File: src/rtl/mgmt_pkg.sv
package mgmt_pkg;

    localparam int PREAMBLE_LEN = 32;
    localparam int HEADER_LEN   = 14;
    localparam int TA_LEN       = 2;
    localparam int DATA_LEN     = 16;
    localparam int FRAME_LEN    = PREAMBLE_LEN + HEADER_LEN + TA_LEN + DATA_LEN;
    localparam int RD_DRIVEN    = PREAMBLE_LEN + HEADER_LEN;

    localparam int PHY_W = 5;
    localparam int REG_W = 5;
    localparam int DIV_W = 2;

    localparam int BUSY_POS  = 0;
    localparam int WRITE_POS = 1;
    localparam int REG_POS   = 4;
    localparam int PHY_POS   = 12;
    localparam int DIV_POS   = 20;

    typedef struct packed {
        logic [DIV_W-1:0] div;
        logic [PHY_W-1:0] phy;
        logic [REG_W-1:0] regad;
        logic             wr;
    } cmd_t;

    typedef enum logic [1:0] {
        ST_IDLE   = 2'd0,
        ST_LOW    = 2'd1,
        ST_HIGH   = 2'd2,
        ST_FINISH = 2'd3
    } mgmt_state_e;

endpackage

File: src/rtl/mgmt_regs.sv
module mgmt_regs
    import mgmt_pkg::*;
#(
    parameter int          ADDR_W      = 8,
    parameter int unsigned CMD_OFFSET  = 'h48,
    parameter int unsigned DATA_OFFSET = 'h4C
) (
    input  logic                clk,
    input  logic                rst_n,
    input  logic                wr_en,
    input  logic [ADDR_W-1:0]   addr,
    input  logic [31:0]         wdata,
    output logic [31:0]         rdata,
    input  logic                done,
    input  logic [DATA_LEN-1:0] rd_result,
    output cmd_t                cmd,
    output logic [DATA_LEN-1:0] data,
    output logic                busy,
    output logic                start
);

    logic cmd_hit;
    logic data_hit;
    logic accept;

    assign cmd_hit  = wr_en && (addr == ADDR_W'(CMD_OFFSET));
    assign data_hit = wr_en && (addr == ADDR_W'(DATA_OFFSET));
    assign accept   = cmd_hit && !busy;

    always_ff @(posedge clk or negedge rst_n) begin
        if (!rst_n) begin
            cmd   <= '0;
            busy  <= 1'b0;
            start <= 1'b0;
        end else begin
            start <= accept && wdata[BUSY_POS];
            if (accept) begin
                cmd.div   <= wdata[DIV_POS +: DIV_W];
                cmd.phy   <= wdata[PHY_POS +: PHY_W];
                cmd.regad <= wdata[REG_POS +: REG_W];
                cmd.wr    <= wdata[WRITE_POS];
                busy      <= wdata[BUSY_POS];
            end else if (done) begin
                busy <= 1'b0;
            end
        end
    end

    always_ff @(posedge clk or negedge rst_n) begin
        if (!rst_n) begin
            data <= '0;
        end else if (done && !cmd.wr) begin
            data <= rd_result;
        end else if (data_hit) begin
            data <= wdata[DATA_LEN-1:0];
        end
    end

    always_comb begin
        rdata = '0;
        if (addr == ADDR_W'(CMD_OFFSET)) begin
            rdata[BUSY_POS]          = busy;
            rdata[WRITE_POS]         = cmd.wr;
            rdata[REG_POS +: REG_W]  = cmd.regad;
            rdata[PHY_POS +: PHY_W]  = cmd.phy;
            rdata[DIV_POS +: DIV_W]  = cmd.div;
        end else if (addr == ADDR_W'(DATA_OFFSET)) begin
            rdata[DATA_LEN-1:0] = data;
        end
    end

endmodule

File: src/rtl/mgmt_mdc_div.sv
module mgmt_mdc_div #(
    parameter int SEL_W     = 2,
    parameter int BASE_HALF = 8
) (
    input  logic             clk,
    input  logic             rst_n,
    input  logic             run,
    input  logic [SEL_W-1:0] sel,
    output logic             half_done
);

    localparam int MAX_HALF = BASE_HALF << ((1 << SEL_W) - 1);
    localparam int CNT_W    = $clog2(MAX_HALF) + 1;

    logic [CNT_W-1:0] cnt;
    logic [CNT_W-1:0] half_len;

    assign half_len  = CNT_W'(BASE_HALF) << sel;
    assign half_done = run && (cnt == half_len - 1'b1);

    always_ff @(posedge clk or negedge rst_n) begin
        if (!rst_n) begin
            cnt <= '0;
        end else if (!run || half_done) begin
            cnt <= '0;
        end else begin
            cnt <= cnt + 1'b1;
        end
    end

endmodule

File: src/rtl/mgmt_frame_fsm.sv
module mgmt_frame_fsm
    import mgmt_pkg::*;
(
    input  logic                clk,
    input  logic                rst_n,
    input  logic                start,
    input  cmd_t                cmd,
    input  logic [DATA_LEN-1:0] wr_data,
    input  logic                half_done,
    output logic                run,
    output logic                mdc,
    output logic                mdio_out,
    output logic                mdio_oe,
    input  logic                mdio_in,
    output logic                done,
    output logic [DATA_LEN-1:0] rd_data
);

    localparam int BIT_W = $clog2(FRAME_LEN);

    mgmt_state_e          state;
    mgmt_state_e          state_n;
    logic [FRAME_LEN-1:0] shift;
    logic [BIT_W-1:0]     bit_cnt;
    logic                 op_wr;
    logic [DATA_LEN-1:0]  rd_sh;
    logic                 last_bit;

    assign last_bit = (bit_cnt == BIT_W'(FRAME_LEN - 1));

    // state register
    always_ff @(posedge clk or negedge rst_n) begin
        if (!rst_n) begin
            state <= ST_IDLE;
        end else begin
            state <= state_n;
        end
    end

    // transitions
    always_comb begin
        state_n = state;
        unique case (state)
            ST_IDLE:   if (start)     state_n = ST_LOW;
            ST_LOW:    if (half_done) state_n = ST_HIGH;
            ST_HIGH:   if (half_done) state_n = last_bit ? ST_FINISH : ST_LOW;
            ST_FINISH:                state_n = ST_IDLE;
            default:                  state_n = ST_IDLE;
        endcase
    end

    // outputs
    always_comb begin
        run      = (state == ST_LOW) || (state == ST_HIGH);
        mdc      = (state == ST_HIGH);
        mdio_oe  = run && (op_wr || (bit_cnt < BIT_W'(RD_DRIVEN)));
        mdio_out = run ? shift[FRAME_LEN-1] : 1'b1;
        done     = (state == ST_FINISH);
        rd_data  = rd_sh;
    end

    // frame shifter and read capture
    always_ff @(posedge clk or negedge rst_n) begin
        if (!rst_n) begin
            shift   <= '0;
            bit_cnt <= '0;
            op_wr   <= 1'b0;
            rd_sh   <= '0;
        end else begin
            if (state == ST_IDLE && start) begin
                shift   <= {{PREAMBLE_LEN{1'b1}}, 2'b01,
                            (cmd.wr ? 2'b01 : 2'b10),
                            cmd.phy, cmd.regad, 2'b10, wr_data};
                bit_cnt <= '0;
                op_wr   <= cmd.wr;
            end
            if (state == ST_LOW && half_done) begin
                rd_sh <= {rd_sh[DATA_LEN-2:0], mdio_in};
            end
            if (state == ST_HIGH && half_done && !last_bit) begin
                shift   <= {shift[FRAME_LEN-2:0], 1'b0};
                bit_cnt <= bit_cnt + 1'b1;
            end
        end
    end

endmodule

File: src/rtl/mgmt_serial_master.sv
module mgmt_serial_master
    import mgmt_pkg::*;
#(
    parameter int          ADDR_W      = 8,
    parameter int unsigned CMD_OFFSET  = 'h48,
    parameter int unsigned DATA_OFFSET = 'h4C,
    parameter int          BASE_HALF   = 8
) (
    input  logic              clk,
    input  logic              rst_n,
    input  logic              reg_wr_en,
    input  logic [ADDR_W-1:0] reg_addr,
    input  logic [31:0]       reg_wdata,
    output logic [31:0]       reg_rdata,
    output logic              mdc,
    output logic              mdio_out,
    output logic              mdio_oe,
    input  logic              mdio_in
);

    cmd_t                cmd_w;
    logic [DATA_LEN-1:0] data_w;
    logic [DATA_LEN-1:0] rd_w;
    logic                busy_w;
    logic                start_w;
    logic                done_w;
    logic                run_w;
    logic                half_w;

    mgmt_regs #(
        .ADDR_W      (ADDR_W),
        .CMD_OFFSET  (CMD_OFFSET),
        .DATA_OFFSET (DATA_OFFSET)
    ) regs_i (
        .clk       (clk),
        .rst_n     (rst_n),
        .wr_en     (reg_wr_en),
        .addr      (reg_addr),
        .wdata     (reg_wdata),
        .rdata     (reg_rdata),
        .done      (done_w),
        .rd_result (rd_w),
        .cmd       (cmd_w),
        .data      (data_w),
        .busy      (busy_w),
        .start     (start_w)
    );

    mgmt_mdc_div #(
        .SEL_W     (DIV_W),
        .BASE_HALF (BASE_HALF)
    ) div_i (
        .clk       (clk),
        .rst_n     (rst_n),
        .run       (run_w),
        .sel       (cmd_w.div),
        .half_done (half_w)
    );

    mgmt_frame_fsm fsm_i (
        .clk       (clk),
        .rst_n     (rst_n),
        .start     (start_w),
        .cmd       (cmd_w),
        .wr_data   (data_w),
        .half_done (half_w),
        .run       (run_w),
        .mdc       (mdc),
        .mdio_out  (mdio_out),
        .mdio_oe   (mdio_oe),
        .mdio_in   (mdio_in),
        .done      (done_w),
        .rd_data   (rd_w)
    );

endmodule

File: config.mk
export PLATFORM = sky130hd
export DESIGN_NAME = mgmt_serial_master
export DESIGN_NICKNAME = d
export VERILOG_FILES = /design/src/rtl/mgmt_pkg.sv /design/src/rtl/mgmt_regs.sv /design/src/rtl/mgmt_mdc_div.sv /design/src/rtl/mgmt_frame_fsm.sv /design/src/rtl/mgmt_serial_master.sv
export SDC_FILE = /design/constraint.sdc
export NUM_CORES = 1
export LEC_CHECK = 0
export ABC_CLOCK_PERIOD_IN_PS = 1900
export CORE_UTILIZATION = 45
export DETAILED_ROUTE_END_ITERATION = 10
export PLACE_DENSITY = 0.79
export SYNTH_ARGS = -nofsm -noshare
export SYNTH_HDL_FRONTEND = slang
export SYNTH_SLANG_ARGS = --single-unit
export TNS_END_PERCENT = 50
File: constraint.sdc
create_clock -name clk -period 1.9 [get_ports clk]
set_input_delay 0.285 -clock clk [delete_from_list [all_inputs] [get_ports clk]]
set_output_delay 0.285 -clock clk [all_outputs]
set_load 0.01 [all_outputs]
== Word level (Yosys, flattened, before mapping) ==
Index checks and enable logic that the tools add are counted.

* Memory bits (read-only): 0
* Bits in latches: 0
* Register bits after elaboration: 127
* Input bits: 44
* Memories: 0
* Memory bits (writable): 0
* Output and inout bits: 35
* Logic and storage cells: 75

* Muxes and demuxes: 24
* Bitwise gates (word level): 0
* Shift operators: 1
* Multipliers: 0
* Reductions and logical operators: 23
* $add $sub $neg: 3
* $lt $le $gt $ge: 1
* Divide/modulo/power cells: 0
* Equality and inequality tests: 10

{| class="wikitable"
|+ Operators by type and width
! kind !! number
|-
| 2-to-1 mux 64 bit || 2
|-
| 2-to-1 mux 16 bit || 3
|-
| equality test 8 x 7 -> 1 bit, second input constant || 2
|-
| 2-to-1 mux 2 bit || 8
|-
| 2-to-1 mux 6 bit || 2
|-
| logical AND 1 bit || 11
|-
| case mux 2 bit (4 select lines) || 1
|-
| adder 7 x 1 -> 7 bit, second input constant || 1
|-
| equality test 7 bit || 1
|-
| 2-to-1 mux 7 bit || 1
|-
| << shifter 4 x 2 -> 7 bit, first input constant || 1
|-
| subtractor 7 x 1 -> 7 bit, second input constant || 1
|-
| adder 6 x 1 -> 6 bit, second input constant || 1
|-
| equality test 6 bit, second input constant || 1
|-
| less-than comparator 6 bit, second input constant || 1
|-
| nonzero test 2 bit || 3
|-
| 2-to-1 mux 5 bit || 1
|-
| equality test 2 bit, second input constant || 2
|-
| zero test 1 bit || 4
|-
| 2-to-1 mux 1 bit || 4
|-
| 2-to-1 mux 4 bit || 1
|-
| != test 2 bit, second input constant || 2
|-
| logical OR 1 bit || 3
|-
| 2-to-1 mux 3 bit || 1
|-
| 4 further kinds || 4
|}

== Longest topological paths before layout ==
* Word-level depth: 7
* Depth in mapped cells: 9
* Mapped depth without buffers: 6

== Cells and area by module ==
From an unflattened synthesis, not the netlist that was laid out.

* Cells, all modules: 623
* Area, all modules: 5998.3 µm²

{| class="wikitable"
|+ By module, submodules not included
! module !! instances !! cells each !! area an instance (µm²)
|-
| mgmt_frame_fsm || 1 || 399 || 3804.9
|-
| mgmt_regs || 1 || 182 || 1765.4
|-
| mgmt_mdc_div || 1 || 42 || 427.9
|}

== Worst setup path after synthesis ==
OpenSTA, ideal clock, no wires.

* Kind: flip-flop to flip-flop
* Start: register div_i.cnt[0]
* End: register fsm_i.bit_cnt[2]
* Slack: -48 ps
* Period minus slack after synthesis: 1948 ps
* Path buffers: 1
* Data required time: 1817 ps
* Arrival time: 1865 ps
* Cell stages (with the launch flop): 8
* Cells stage by stage: dfrtp_1 -> ha_1 -> nand2_1 -> or2_2 -> nor4_4 -> buf_4 -> mux2_2 -> o21ai_0

* Word-level cells in the longest chain between the ends: 5
* Elaborated cells on any way between the ends: 6

{| class="wikitable"
|+ RTL lines
! item !! RTL line !! text
|-
| from (decl) || mgmt_mdc_div.sv:15 || <nowiki>logic [CNT_W-1:0] cnt;</nowiki>
|-
| from (signal assigned) || mgmt_mdc_div.sv:27 || <nowiki>cnt <= cnt + 1'b1;</nowiki>
|-
| equality test 7 bit (*) || mgmt_mdc_div.sv:19 || <nowiki>assign half_done = run && (cnt == half_len - 1'b1);</nowiki>
|-
| logical AND 1 bit (*) || mgmt_mdc_div.sv:19 ||
|-
| logical AND 1 bit (*) (2 in series) || mgmt_frame_fsm.sv:80 || <nowiki>if (state == ST_HIGH && half_done && !last_bit) begin</nowiki>
|-
| 2-to-1 mux 6 bit or nonzero test 2 bit (tied branches) || - ||
|-
| to (signal assigned) || mgmt_frame_fsm.sv:82 || <nowiki>bit_cnt <= bit_cnt + 1'b1;</nowiki>
|-
| to (decl) || mgmt_frame_fsm.sv:24 || <nowiki>logic [BIT_W-1:0] bit_cnt;</nowiki>
|}

Every way passes the cells marked *; elsewhere a longest branch is shown, timed or not.
A chain may end at the register's enable or synchronous reset.

== Worst setup path after layout ==
* Start: register, netlist name regs_i.cmd[12]
* End: register fsm_i.shift[22]

* Word-level cells in the longest chain between the ends: 7
* Elaborated cells on any way between the ends: 8

{| class="wikitable"
|+ RTL lines
! item !! RTL line !! text
|-
| << shifter 4 x 2 -> 7 bit (*) || mgmt_mdc_div.sv:18 || <nowiki>assign half_len = CNT_W'(BASE_HALF) << sel;</nowiki>
|-
| subtractor 7 x 1 -> 7 bit (*) || mgmt_mdc_div.sv:19 ||
|-
| equality test 7 bit (*) || mgmt_mdc_div.sv:19 ||
|-
| logical AND 1 bit (*) || mgmt_mdc_div.sv:19 ||
|-
| logical AND 1 bit (*) (2 in series) || mgmt_frame_fsm.sv:80 ||
|-
| 2-to-1 mux 64 bit or nonzero test 2 bit (tied branches) || - ||
|-
| to (signal assigned) || mgmt_frame_fsm.sv:71 || <nowiki>shift <= {{PREAMBLE_LEN{1'b1}}, 2'b01,</nowiki>
|-
| to (signal assigned) || mgmt_frame_fsm.sv:81 || <nowiki>shift <= {shift[FRAME_LEN-2:0], 1'b0};</nowiki>
|-
| to (decl) || mgmt_frame_fsm.sv:23 || <nowiki>logic [FRAME_LEN-1:0] shift;</nowiki>
|}

Marked as above.

==> flow_metrics.py <==
metrics = {
    "global_route": {
        "grtUsageTotal_pct": 21.7,
        "grt_max_degree": 64,
        "grt-ovfl-total": 0,
        "grt_pass1_vias": 4621,
        "grt_pass1_wl_um": 22200,
        "antenna_found_initial": 0,
    },
    "floorplan": {
        "initial_utilization_pct": 46.2,
        "num_rows": 41,
        "die_width_um": 116,
        "io_pins": 79,
        "core-area_um2": 12700,
        "die-area_um2": 13500,
        "die-height_um": 116,
    },
    "timing": {
        "period_share_pct": 102,
        "finalCriticalPeriod_ns": 1.93,
        "fin_worst_skew_ns": 0.00976,
        "fin_ws_ns": -0.0327,
        "rsz0062_at_grt": "yes",
        "final-max-slew-violation-count": 0,
        "finalSetupViolCount": 24,
        "fmax_ghz": 0.517,
        "hold_violations": 0,
    },
    "critical_path": {
        "critical-path-max-stage-delay_ns": 0.48,
        "crit_chain": "xnor2_2, o311ai_4, nor4_4, buf_4, clkbuf_16, clkbuf_16, nand2_1, o21ai_1",
        "crit_top_cell": "clkbuf_16",
        "crit_slowest_cell": "dfrtp_2",
        "worstSetupStartpointType": "register",
        "cp_data_required_time_ns": 2.23,
        "reg2reg_from": "regs_i.cmd[12]$_DFFE_PN0P_",
        "cp-startpoint": "regs_i.cmd[12]$_DFFE_PN0P_",
        "path_max_fanout": 10,
        "end_kind": "register",
        "critPathKind": "reg2reg",
        "arrival_ns": 2.26,
    },
    "pwr": {
        "p_per_area_nw_per_um2": 1080,
        "p_total_uw": 8660,
        "ir_drop_v": 0.000625,
        "leakagePower_uw": 0.00372,
    },
    "detailed_routing": {
        "dr.pass1.iters": 5,
        "routedWlPerCell_um": 17.4,
        "vias": 4649,
        "via_per_inst": 5.43,
        "drc": 0,
        "first_iter_violations": 269,
        "ant_nets": 0,
        "wirelength_um": 14900,
    },
    "clock_tree": {
        "clock_path_buffers": 2,
        "clk_pin_slew_worst_paths_ns": 0.06,
        "cts_buffers": 17,
        "htreeDepth": 4,
        "cts_root_buffer": "clkbuf_16",
        "cts_tree": "done",
        "clock_latency_ns": 0.41,
        "cts_sinks": 127,
    },
    "logic_synthesis": {
        "ys_seq_area_share_pct": 54.3,
        "yosysUniqueCellTypes": 41,
        "ys_seq_elements": 127,
        "syn_area_um2": 5850,
        "synth_compound_area_share_pct": 11.2,
        "yosys.area_share.xor_xnor_pct": 1.20,
        "synthMuxAreaShare_pct": 13.0,
        "synth_top_family_by_area": "simple AND/OR/NAND/NOR gates",
        "synth_top_flop_cell": "dfrtp_1",
        "syn_area_per_cell_um2": 10.5,
        "synthSimpleGateAreaFrac_pct": 13.2,
        "async_reset_ff_share_pct": 100,
        "synth_cells": 557,
        "synth_edf_count": 0,
        "synth_warnings": 0,
        "synthAdderAreaFrac_pct": 1.50,
    },
    "place": {
        "place_area_um2": 6820,
        "port-buffer-count": 52,
        "gp_congestion": 0.820,
        "post-dp-hpwl_um": 8410,
    },
    "status": {
        "status": "finished with violations",
        "violations": "negative setup slack",
    },
    "cells_and_area": {
        "final_nets": 722,
        "final_cell_mix": "124 x dfrtp_1, 90 x nand2_1, 54 x o21ai_1, 47 x nor2_1, 41 x mux2i_1",
        "postLayoutCellArea_um2": 8040,
        "drive_gt1_share_pct": 30.1,
        "diodes": 0,
        "finish.utilization_pct": 63.5,
        "final_common_cell": "dfrtp_1",
        "filler_cell_count": 864,
        "area_growth_pct": 37.5,
    },
    "flow_run": {
        "cap_viol_max_count": 0,
    },
    "hold_path": {
        "hold_path_class": "in2async",
    },
}
-- cell type report --
type | count | area [µm²] | area share (%)
timing repair buffer | 127 | 1360 | 16.9
inverter | 8 | 30.0 | 0.373
clock buffer | 17 | 425 | 5.29
sequential | 127 | 3180 | 39.6
tap | 172 | 215 | 2.68
multi-input combinational | 390 | 2600 | 32.3
clock inverter | 15 | 229 | 2.85
-- Yosys cell counts, types with 3 or more instances --
cell | instances | area (µm²)
a21oi_1 | 5 | 25.0
a22o_1 | 11 | 96.3
a31oi_1 | 3 | 18.8
and2_1 | 12 | 75.1
buf_2 | 6 | 30.0
buf_4 | 16 | 120
buf_6 | 8 | 90.1
clkbuf_1 | 14 | 52.6
dfrtp_1 | 127 | 3180
ha_1 | 7 | 87.6
inv_1 | 8 | 30.0
mux2_1 | 4 | 45.0
mux2_2 | 27 | 304
mux2i_1 | 41 | 410
nand2_1 | 96 | 360
nand3_1 | 6 | 30.0
nor2_1 | 48 | 180
o21ai_0 | 20 | 100
o21ai_1 | 63 | 315
xnor2_1 | 5 | 43.8
xor2_1 | 3 | 26.3
-- sequential cells by signal, indices dropped and copies added, names as in the netlist --
| name | cells |
|---|---|
| div_i.cnt | 7 |
| fsm_i.bit_cnt | 6 |
| fsm_i.op_wr | 1 |
| fsm_i.rd_data | 16 |
| fsm_i.shift | 64 |
| fsm_i.state | 2 |
| regs_i.busy | 1 |
| regs_i.cmd | 13 |
| regs_i.data | 16 |
| regs_i.start | 1 |
-- worst max-delay path: cells and delay by family (launching register included) --
family | cells | cell delay [ns]
XOR/XNOR | 1 | 0.22
flip-flops | 1 | 0.48
AO/OA/AOI/OAI | 2 | 0.24
buffers and inverters | 3 | 0.52
AND/OR/NAND/NOR | 2 | 0.39
-- routing by layer --
metal	wire, µm	vias to the layer above	GRT usage (%)	part of all wire (%)
met2	7720	165	37.2	52
met5	0	-	0	0
met4	399	0	9.49	2.7
li1	-	2116	-	-
met3	657	33	5.07	4.4
met1	6080	2335	26.0	41
-- timing repair --
item,in CTS,in global routing
setup endpoints to repair,92,103
hold buffers,1,0
setup buffers,19,5
gates cloned,1,10
gates resized for setup,127,39
hold endpoints to repair,24,0
pin swaps,14,17
-- power breakdown --
group / switching, µW / total, µW / leakage [µW] / internal (µW)
sequential: 260 / 3240 / 0.00173 / 2980
clock: 1280 / 3630 / 0.000319 / 2350
combinational: 940 / 1800 / 0.00166 / 855
total: 2480 / 8660 / 0.00372 / 6180
-- stage by stage --
stage / instances / setup TNS (ns) / hold WS (ns) / setup WS (ns)
after floorplan: 569 / -0.228 / -0.0106 / -0.0233
after global placement: 790 / -19.87 / 0.216 / -0.525
after detailed placement: 790 / -25.83 / 0.222 / -0.569
after CTS: 843 / -0.355 / 0.352 / -0.0682
after global routing: 856 / -3.55 / 0.362 / -0.0827
final: 856 / -0.272 / 0.337 / -0.0327
-- final timing paths --
check | depth (start not counted) | slack, ns | end
max in group asynchronous | 3 | 0.92 | fsm_i.shift[25]$_DFFE_PN0P_
worst max register to register | 8 | -0.03 | fsm_i.shift[22]$_DFFE_PN0P_
min in group clk | 1 | 0.48 | fsm_i.shift[28]$_DFFE_PN0P_
worst min register to register | 1 | 0.48 | fsm_i.shift[28]$_DFFE_PN0P_
worst max-delay path | 8 | -0.03 | fsm_i.shift[22]$_DFFE_PN0P_
worst min-delay path | 2 | 0.34 | fsm_i.shift[40]$_DFFE_PN0P_
-- logic make-up (layout without fill, tap and decap cells) --
group | count (synthesis) | in the layout
AOI/OAI and AO/OA | 113 | 113
xor gates and xnor gates | 8 | 8
adders and majority gates | 7 | 7
buffers and inverters | 52 | 167
DFF | 127 | 127
muxes | 72 | 72
other | 1 | 13
and+or+nand+nor | 177 | 177
No activity file was read; power rests on OpenSTA's default activity.
